File: config.mk
export PLATFORM = sky130hd
export DESIGN_NAME = rv_guard
export DESIGN_NICKNAME = d
export VERILOG_FILES = /design/src/rtl/rvg_pkg.sv /design/src/rtl/rvg_timer.sv /design/src/rtl/rvg_flag.sv /design/src/rtl/rvg_decide.sv /design/src/rtl/rv_guard.sv
export SDC_FILE = /design/constraint.sdc
export NUM_CORES = 1
export LEC_CHECK = 0
export ABC_AREA = 1
export BUFFER_PORTS_ARGS = -buffer_cell sky130_fd_sc_hd__buf_2
export CAP_MARGIN = 10
export CORE_ASPECT_RATIO = 0.8
export CORE_MARGIN = 2
export CORE_UTILIZATION = 59
export CTS_CLUSTER_SIZE = 10
export DETAILED_ROUTE_END_ITERATION = 10
export PLACE_DENSITY_LB_ADDON = 0.3
export SLEW_MARGIN = 30
export SYNTH_ARGS = -nofsm -noshare
export SYNTH_HDL_FRONTEND = slang
export SYNTH_SLANG_ARGS = --single-unit
File: constraint.sdc
create_clock -name clk -period 2.7 [get_ports clk]
set_input_delay 0.27 -clock clk [delete_from_list [all_inputs] [get_ports clk]]
set_output_delay 0.27 -clock clk [all_outputs]
set_load 0.05 [all_outputs]
File: src/rtl/rvg_pkg.sv
package rvg_pkg;
    typedef enum logic [2:0] {
        CTX_IDLE     = 3'd0,
        CTX_INIT_ON  = 3'd1,
        CTX_PWR_UP   = 3'd2,
        CTX_ACT2STBY = 3'd3,
        CTX_STBY2ACT = 3'd4,
        CTX_LEAVE    = 3'd5
    } ctx_e;

    function automatic logic is_seq_ctx(input ctx_e c);
        return (c == CTX_PWR_UP) || (c == CTX_ACT2STBY) || (c == CTX_STBY2ACT);
    endfunction

    // Timed flag window applies to this rail in this context
    function automatic logic timed_ok(input ctx_e c, input logic off_in_stby);
        return (c == CTX_INIT_ON) || ((c == CTX_LEAVE) && off_in_stby);
    endfunction
endpackage

File: src/rtl/rvg_timer.sv
module rvg_timer #(
    parameter int LIMIT = 80,
    parameter int CW    = $clog2(LIMIT + 1)
) (
    input  logic          clk,
    input  logic          rst,
    input  logic          tick,
    input  logic          rv,
    output logic [CW-1:0] cnt
);
    localparam logic [CW-1:0] SAT = CW'(LIMIT);

    always_ff @(posedge clk) begin
        if (rst || !rv) begin
            cnt <= '0;
        end else if (tick && cnt != SAT) begin
            cnt <= cnt + 1'b1;
        end
    end
endmodule

File: src/rtl/rvg_flag.sv
module rvg_flag #(
    parameter int FLAG_TICKS = 4,
    parameter int CW         = 7
) (
    input  logic          clk,
    input  logic          rst,
    input  rvg_pkg::ctx_e ctx,
    input  logic          rv,
    input  logic          off_in_stby,
    input  logic          i2c_en,
    input  logic          clr,
    input  logic [CW-1:0] cnt,
    output logic          flag
);
    localparam logic [CW-1:0] THR = CW'(FLAG_TICKS);

    logic set_now;

    always_comb begin
        set_now = rv && ((rvg_pkg::timed_ok(ctx, off_in_stby) && cnt >= THR) || i2c_en);
    end

    always_ff @(posedge clk) begin
        if (rst) begin
            flag <= 1'b0;
        end else if (set_now) begin
            flag <= 1'b1;
        end else if (clr) begin
            flag <= 1'b0;
        end
    end
endmodule

File: src/rtl/rvg_decide.sv
module rvg_decide #(
    parameter int NRAIL = 3
) (
    input  rvg_pkg::ctx_e    ctx,
    input  logic [NRAIL-1:0] rail_rv,
    input  logic [NRAIL-1:0] long_hit,
    input  logic [NRAIL-1:0] flags,
    input  logic             int_mask,
    output logic             pwrup_gate,
    output logic             seq_abort,
    output logic             goto_init,
    output logic             int_n,
    output logic             rv_src
);
    logic any_rv;
    logic pin_on;

    always_comb begin
        any_rv     = |rail_rv;
        pwrup_gate = (ctx == rvg_pkg::CTX_INIT_ON) && any_rv;
        seq_abort  = rvg_pkg::is_seq_ctx(ctx) && any_rv;
        goto_init  = (ctx == rvg_pkg::CTX_LEAVE) && (|long_hit);
        pin_on     = (|flags) && !int_mask;
        int_n      = !pin_on;
        rv_src     = pin_on;
    end
endmodule

File: src/rtl/rv_guard.sv
module rv_guard #(
    parameter int NRAIL      = 3,
    parameter int FLAG_TICKS = 4,
    parameter int LONG_TICKS = 80
) (
    input  logic             clk,
    input  logic             rst,
    input  logic             ms_tick,
    input  logic [NRAIL-1:0] rail_rv,
    input  logic [2:0]       ctx,
    input  logic [NRAIL-1:0] stby_off,
    input  logic [NRAIL-1:0] i2c_en,
    input  logic             int_mask,
    input  logic [NRAIL-1:0] flag_clr,
    output logic [NRAIL-1:0] rv_flag,
    output logic             rv_src,
    output logic             int_n,
    output logic             pwrup_gate,
    output logic             seq_abort,
    output logic             goto_init
);
    localparam int CW = $clog2(LONG_TICKS + 1);
    localparam logic [CW-1:0] LONG_V = CW'(LONG_TICKS);

    rvg_pkg::ctx_e    ctx_q;
    logic [NRAIL-1:0] long_hit;

    assign ctx_q = rvg_pkg::ctx_e'(ctx);

    for (genvar i = 0; i < NRAIL; i++) begin : g_rail
        logic [CW-1:0] cnt;

        rvg_timer #(.LIMIT(LONG_TICKS), .CW(CW)) u_tmr (
            .clk (clk),
            .rst (rst),
            .tick(ms_tick),
            .rv  (rail_rv[i]),
            .cnt (cnt)
        );

        rvg_flag #(.FLAG_TICKS(FLAG_TICKS), .CW(CW)) u_flg (
            .clk        (clk),
            .rst        (rst),
            .ctx        (ctx_q),
            .rv         (rail_rv[i]),
            .off_in_stby(stby_off[i]),
            .i2c_en     (i2c_en[i]),
            .clr        (flag_clr[i]),
            .cnt        (cnt),
            .flag       (rv_flag[i])
        );

        assign long_hit[i] = stby_off[i] && rail_rv[i] && (cnt == LONG_V);
    end

    rvg_decide #(.NRAIL(NRAIL)) u_dec (
        .ctx       (ctx_q),
        .rail_rv   (rail_rv),
        .long_hit  (long_hit),
        .flags     (rv_flag),
        .int_mask  (int_mask),
        .pwrup_gate(pwrup_gate),
        .seq_abort (seq_abort),
        .goto_init (goto_init),
        .int_n     (int_n),
        .rv_src    (rv_src)
    );
endmodule

After elaboration in Yosys (flattened, before gate mapping)
Cells that the tools add are included.
Word-level totals
  register bits after elaboration: 24
  input port bits: 19
  word-level logic and storage cells: 73
Cells by class
  add/sub/neg operators: 3
  $lt $le $gt $ge: 3
  eq/ne operators: 11
  multiplexer cells: 6
  reduce and logical (&&, ||, !) cells: 44
Operator list (number)
  $logic_and A1 B1 Y1: 22
  $add A7 B1 Y7 const B: 3
  $eq A7 B7 Y1 const B: 3
  $ge A7 B3 Y1 const B: 3
  $ne A7 B7 Y1 const B: 3
  $logic_or A1 B1 Y1: 11
  $reduce_or A3 Y1: 3
  $eq A3 B2 Y1 const B: 2
  $eq A3 B3 Y1 const B: 2
  $mux W1: 6
  $reduce_bool A2 Y1: 3
  $logic_not A1 Y1: 5
  $eq A3 B1 Y1 const B: 1

Longest topological paths before layout
Gate-level depths: netlist (run 1).
  word-level depth: 7
  depth in mapped cells: 9
  depth with buffers taken out: 9

Modules after synthesis
A second synthesis (run 1) with hierarchy kept.
Second synthesis, totals
  cells, all modules: 274
  area, all modules: 1695.4 um^2
By module, submodules not included
  rvg_timer: times used 3, cells an instance 61, area each 420.4 um^2, sequential area each 140.1 um^2
  rvg_flag: times used 3, cells an instance 17, area each 86.3 um^2, sequential area each 20.0 um^2
  rv_guard: times used 1, cells an instance 23, area each 103.8 um^2, sequential area each 0.0 um^2
  rvg_decide: times used 1, cells an instance 17, area each 71.3 um^2, sequential area each 0.0 um^2

Worst setup path after synthesis (run 1)
Ideal clock, no wire load.
  path type: register to output
  from: reg g_rail[1].u_flg.flag
  to: out int_n
  arrival time: 1.792 ns
  setup slack: 0.638 ns
  cell stages (with the launch flop): 4
  cells stage by stage: dfxtp_1 inv_1 a31oi_1 inv_1
On the way
  longest elaborated chain between the ends: 3
Ends and longest elaborated chain
  from (decl): line rvg_flag.sv:13  | output logic flag
  from (signal assigned): line rvg_flag.sv:25  | flag <= 1'b0;
  from (signal assigned): line rvg_flag.sv:27  | flag <= 1'b1;
  from (signal assigned): line rvg_flag.sv:29  | flag <= 1'b0;
  $reduce_or A3 Y1: line rvg_decide.sv:23  | pin_on = (|flags) && !int_mask;
  $logic_and A1 B1 Y1: line rvg_decide.sv:23
  named net rv_src: line rv_guard.sv:16  | output logic rv_src,
  $logic_not A1 Y1: line rvg_decide.sv:24  | int_n = !pin_on;
  to (decl): line rv_guard.sv:17  | output logic int_n,
The timed path passes the listed nets, and every way through them passes these cells.

Final worst setup path (run 1)
  from: reg g_rail[2].u_tmr.cnt[0]
  to: out goto_init
On the way
  longest elaborated chain between the ends: 4
Ends and longest elaborated chain
  from (decl): line rvg_timer.sv:9  | output logic [CW-1:0] cnt
  from (signal assigned): line rvg_timer.sv:17  | cnt <= cnt + 1'b1;
  $eq A7 B7 Y1: line rv_guard.sv:53  | assign long_hit[i] = stby_off[i] && rail_rv[i] && (cnt == LONG_V);
  $logic_and A1 B1 Y1: line rv_guard.sv:53
  $reduce_or A3 Y1: line rvg_decide.sv:22  | goto_init = (ctx == rvg_pkg::CTX_LEAVE) && (|long_hit);
  $logic_and A1 B1 Y1: line rvg_decide.sv:22
  to (decl): line rv_guard.sv:20  | output logic goto_init
Every way passes these cells.

==> results.md, run 1 <==
- Status: complete, no violations
- H-tree levels: 1
- Post-CTS setup buffers: 0
- Root Driver: clkbuf_4
- Die Ht: 48.2 um
- Reg clk slew, reported paths: approximately 130 ps
- Synth-to-layout area growth: 11.9%
- Unrepaired setup endpoints after global routing: no
- GR Util All Layers: between 20 and 25%
- # Max-Cap Violations: 0
- Fin nets: 277
- Cts repair resizes: 0
- IO Pins: 27
- Final hold vios: 0
- CTS tree: done
- Fmax: between 400 and 500 MHz
- DR pass1 iterations: 4
- Final setup viols: 0
- First-pass GRT wire length: 5310 um
- Starting density of the core: 64.5%
- Setup TNS: 0 ps
- Largest net degree at the start of global routing: 14
- Syn Std Cell Area: 0.00144 mm2
- Register area share after synthesis: 33.3%
- Full die area: approximately 0.0029 mm2
- Post-synth cell types: 19
- Skew-Pair Late Insertion Delay: 320 ps
- DR vias: about 1500
- Adder-cell share of the synthesized area: 5.21%
- Dpl hpwl: 2370 um
- Clock sink count: 24
- Largest family of logic cells by synthesized area: simple AND/OR/NAND/NOR gates
- # port buffers: 26
- DR DRC count: 0
- #FFs+latches synth: 24
- Gate Count Post-Synth: roughly 230
- Critical Path AT: between 1500 and 2000 ps
- WL/cell: about 11 um
- Required @ worst endpoint: 2430 ps
- HP Class: input pin to flop
- CTS buffer count: 3
- Final ANT Viol Nets: 0
- Net Count, Synth: 250
- Share of layout cells above drive strength 1: about 15%
- Slew Limit Headroom: between 70% and 80%
- Max-slew violations: 0
- Syn. warnings: 0
- XOR/XNOR share of the synthesized area: about 4.3%
- Synth Area in Compound Gates: 13.0%
- Final Util: approximately 72%
- Type of the worst setup path: flop to output pin
- Post-Synth Simple-Gate Area: between 30% and 40%
- Avg Cell Area, Syn: between 6 and 7 um2
- Hold Slack: around 200 ps
- Vias in the first global route: around 1200
- Clock Skew: about 2 ps
- Leakage: roughly 0.72 nW
- Most frequent cells in the layout: 60 x nand2_1, 35 x nor2_1, 27 x inv_1, 26 x buf_2, 24 x dfxtp_1
- 1st-iter DRT viols: about 70
- Max Buffers Root-to-Sink: 2
- Placer Congestion: 0.900
- Total power: between 600 and 700 uW
- Final period util: 76.8%
- Core box area: 0.00223 mm2
- Chip Width: 59.3 um
- Cell Rows: 15
- Final WL: between 3000 and 4000 um
- # diodes: 0
- Final min period: between 2000 and 2500 ps
- Mux cell area share after synthesis: 0%
- DR vias/cell: 5.26
- Power Density: a little over 400 mW/mm2
- Most common cell after layout, fill and taps aside: nand2_1
- CTS Hold Bufs: 0
- Grt total ovfl: 0
- Critical Path End Type: output pin
- VDD IR-drop max: between 0.2 and 0.3 mV
- CP startpoint kind: flop
- Initial antenna violation count: 0
- Worst-path maximum fanout: 5
- Worst slew pin tran: between 300 and 400 ps
==> cells by family after synthesis <==
family,count (synthesis)
adder cells (fa/ha/maj),6
flip-flops,24
buffers and inverters,31
AO/OA/AOI/OAI,35
XOR/XNOR,7
AND/OR/NAND/NOR,122
==> sequential cells by signal, indices dropped and copies added (netlist names) <==
name               count
g_rail.u_tmr.cnt      21
g_rail.u_flg.flag      3
==> layer usage <==
layer,global-route usage (%),wire [um]
met4,4.09,0
met2,36.0,1210
met1,37.3,1670
met5,0,0
met3,5.84,208
==> cell usage after synthesis <==
cell type	instances	area share, %
nand2_1	60	16
nor2_1	35	9.1
inv_1	27	7.0
dfxtp_1	24	33
a21oi_1	22	7.6
nand3_1	13	4.5
o21ai_0	9	3.1
xor2_1	7	4.3
ha_1	6	5.2
nand4_1	4	1.7
nor2_2	4	1.7
nor3_1	4	1.4
buf_4	3	1.6
o21ai_1	2	0.69
a31oi_1	1	0.43
clkbuf_1	1	0.26
nand2_2	1	0.43
nor2_4	1	0.78
o21ai_4	1	1.1
==> area by class of cell <==
type / count / area [um2]
timing repair buffer: 26 / 130
clock buffer: 4 / 36.3
sequential: 24 / 480
multi-input combinational: 170 / 833
inverter: 27 / 101
tap: 25 / 31.3
fill: 190 / 621
==> stage by stage <==
| step | worst slack [ps] | cells | instance area [um2] |
|---|---|---|---|
| after floorplan | 638 | 225 | 1440 |
| after global routing | 496 | 276 | 1610 |
| after global placement | 1080 | 272 | 1580 |
| final | 627 | 276 | 1610 |
| after detailed placement | 1020 | 272 | 1580 |
| after CTS | 644 | 276 | 1610 |
==> power breakdown <==
part / leakage (nW) / internal, mW / switching, mW
registers: 0.195 / 0.360 / 0.00571
clock network: 0.0210 / 0.0825 / 0.111
logic: 0.504 / 0.0296 / 0.0695
==> final timing paths <==
| path | endpoint | cells past startpoint | slack (ps) | from |
|---|---|---|---|---|
| worst min register to register | g_rail[1].u_tmr.cnt[5] | 2 | 490 | g_rail[1].u_tmr.cnt[5] |
| worst min-delay path | g_rail[2].u_flg.flag | 4 | 200 | flag_clr[2] |
| worst max register to register | g_rail[2].u_tmr.cnt[5] | 9 | 1260 | g_rail[2].u_tmr.cnt[0] |
| worst max-delay path | goto_init | 9 | 630 | g_rail[2].u_tmr.cnt[0] |
==> worst max-delay path: stages (launching register included) <==
cell and delay [ps]:
dfxtp_1 370, inv_1 110, ha_1 150, nand2_1 70, inv_1 90, nand2_2 80
nor2_2 160, nand4_1 100, nand3_1 90, buf_2 260
No activity file was read; power rests on OpenSTA's default activity.
==> inputs of run 2 (changes only) <==
Settings changed: CORE_UTILIZATION 59 to 54.
Clock period 2.7 ns to 2.1 ns, I/O delays scaled along.
==> results.md, run 2 (same netlist as run 1, synthesis figures left out) <==
- Fin nets: 277 (unchanged)
- Setup TNS: 0 ps (unchanged)
- Internal Dissipation: 569 uW (was 473 uW)
- Comb pwr share: 15.9% (was 15.1%)
- Grt total ovfl: 0 (unchanged)
- Cell Rows: 16 (was 15)
- Reg with most FFs: g_rail.u_tmr.cnt (unchanged)
- Clock Skew: 19.0 ps (was 2.02 ps)
- Wl on met1: 1570 um (was 1670 um)
- Clock power frac: 25.6% (was 29.3%)
- Final setup margin: 175 ps (was 627 ps)
- # port buffers: 26 (unchanged)
- Final hold vios: 0 (unchanged)
- IO Pins: 27 (unchanged)
- # Max-Cap Violations: 0 (unchanged)
- Critical Path End Type: output pin (unchanged)
- Net Sw Frac: 29.2% (was 28.2%)
- DR vias/cell: 5.00 (was 5.26)
- Sw Pwr: 235 uW (was 186 uW)
- Dpl hpwl: 2490 um (was 2370 um)
- Hold_sp: flag_clr[1] (was flag_clr[2])
- WL/cell: 11.1 um (was 11.2 um)
- Full die area: 0.00310 mm2 (was 0.00286 mm2)
- CP top delay family: simple AND/OR/NAND/NOR gates (unchanged)
- Core box area: 0.00248 mm2 (was 0.00223 mm2)
- DR vias: 1431 (was 1452)
- Initial antenna violation count: 0 (unchanged)
- Chip Width: 61.8 um (was 59.3 um)
- Routed wl met2: 1330 um (was 1210 um)
- Metal3 WL: 244 um (was 208 um)
- Type of the worst setup path: flop to output pin (unchanged)
- Fmax: between 500 and 600 MHz
- Reg clk slew, reported paths: 140 ps (was 130 ps)
- Most frequent cells in the layout: 60 x nand2_1, 35 x nor2_1, 27 x inv_1, 25 x buf_2, 24 x dfxtp_1 (was 60 x nand2_1, 35 x nor2_1, 27 x inv_1, 26 x buf_2, 24 x dfxtp_1)
- # diodes: 0 (unchanged)
- Final min period: 1920 ps
- Most common cell after layout, fill and taps aside: nand2_1 (unchanged)
- HP Class: input pin to flop (unchanged)
- DR DRC count: 0 (unchanged)
- Leakage: 0.712 nW (was 0.720 nW)
- CTS buffer count: 3 (unchanged)
- Final WL: 3170 um (was 3090 um)
- Slew Limit Headroom: 77.3% (was 74.5%)
- Highest Signal Layer: met4 (was met3)
- Worst slew pin tran: 339 ps (was 380 ps)
- Max FFs per register: 21 (unchanged)
- Synth-to-layout area growth: 12.1% (was 11.9%)
- Dpl ws: 485 ps (was 1020 ps)
- CP startpoint kind: flop (unchanged)
- Final period util: between 90% and 100%
- R2R Path Start: g_rail[2].u_tmr.cnt[0] (unchanged)
- Placer Congestion: 0.894 (was 0.900)
- First-pass GRT wire length: 5410 um (was 5310 um)
- Vias in the first global route: 1265 (was 1191)
- Die Ht: 50.2 um (was 48.2 um)
- Max Buffers Root-to-Sink: 2 (unchanged)
- Root Driver: clkbuf_4 (unchanged)
- Clock sink count: 24 (unchanged)
- Worst path cell trace: inv_1 -> ha_1 -> nand2_1 -> inv_1 -> nand2_2 -> nor2_2 -> nand4_1 -> nand3_1 -> buf_4 (was inv_1 -> ha_1 -> nand2_1 -> inv_1 -> nand2_2 -> nor2_2 -> nand4_1 -> nand3_1 -> buf_2)
- Unrepaired setup endpoints after global routing: no (unchanged)
- Starting density of the core: 58.1% (was 64.5%)
- Final ANT Viol Nets: 0 (unchanged)
- Slowest stage delay, CP: 360 ps (was 370 ps)
- Critical path origin: g_rail[2].u_tmr.cnt[0] (unchanged)
- VDD IR-drop max: 0.401 mV (was 0.285 mV)
- CP dominant cell by count: inv_1 (unchanged)
- Power Density: 497 mW/mm2 (was 408 mW/mm2)
- Worst-path maximum fanout: 5 (unchanged)
- Skew-Pair Late Insertion Delay: 330 ps (was 320 ps)
- CP bufs+invs: 3 (unchanged)
- Critical Path AT: 1710 ps (was 1800 ps)
- CTS tree: done (unchanged)
- Flop pwr share: 58.5% (was 55.6%)
- Final setup viols: 0 (unchanged)
- 1st-iter DRT viols: 104 (was 68)
- Final Util: 65.1% (was 72.2%)
- H-tree levels: 1 (unchanged)
- DR pass1 iterations: 4 (unchanged)
- GR Util All Layers: 23.0% (was 24.7%)
- Max-slew violations: 0 (unchanged)
- Share of layout cells above drive strength 1: 14.4% (was 14.7%)
- CP max-delay cell: dfxtp_1 (unchanged)
- Largest registers: g_rail.u_tmr.cnt (21), g_rail.u_flg.flag (3) (unchanged)
- Status: complete, no violations (unchanged)
- Required @ worst endpoint: 1890 ps (was 2430 ps)
- Largest net degree at the start of global routing: 13 (was 14)
## run 2: path summary, 6_finish.rpt
kind / end / cells past startpoint / slack, ps
worst max-delay path: goto_init / 9 / 180
worst max register to register: g_rail[2].u_tmr.cnt[0] / 9 / 710
worst min-delay path: g_rail[1].u_flg.flag / 4 / 130
worst min register to register: g_rail[1].u_tmr.cnt[5] / 2 / 500
## run 2: routing by layer
| layer | track usage, % | vias to the layer above |
|---|---|---|
| met4 | 5.67 | 0 |
| met5 | 0 | - |
| met1 | 33.1 | 616 |
| met3 | 6.19 | 2 |
| met2 | 34.0 | 45 |
| li1 | - | 768 |
## run 2: through the flow
| stage | power [mW] | hold slack [ps] | cell area (um2) | instances |
|---|---|---|---|---|
| 3_3_place_gp | 0.606 | 472 | 1590 | 283 |
| 6_report | 0.803 | 127 | 1620 | 286 |
| 3_5_place_dp | 0.607 | 475 | 1590 | 283 |
| 2_1_floorplan | 0.569 | 370 | 1440 | 225 |
| 4_1_cts | 0.817 | 122 | 1610 | 286 |
| 5_1_grt | 0.845 | 123 | 1620 | 286 |
## run 2: final cells by class
| type | count | area (um2) |
|---|---|---|
| timing repair buffer | 26 | 133 |
| multi-input combinational | 170 | 833 |
| tap | 36 | 45.0 |
| clock buffer | 3 | 22.5 |
| sequential | 24 | 480 |
| fill | 245 | 867 |
| inverter | 27 | 101 |
## run 2: power groups by stage
stage / combinational [mW] / clock (mW) / sequential, mW
2_1_floorplan: 0.0896 / 0 / 0.479
3_3_place_gp: 0.126 / 0 / 0.480
3_5_place_dp: 0.127 / 0 / 0.480
4_1_cts: 0.127 / 0.220 / 0.470
5_1_grt: 0.143 / 0.230 / 0.472
6_report: 0.127 / 0.206 / 0.470
## run 2: tightest hold or removal path, delay by kind of cell
kind | cells | cell delay, ps
simple gates | 2 | 70
buf+inv | 1 | 70
compound gates | 1 | 60
## run 2: what timing repair did
item,in CTS,in global routing
endpoints found under the setup margin,0,1
hold buffers,0,0
setup buffers,0,0
endpoints found under the hold margin,0,0
gates resized for setup,0,2
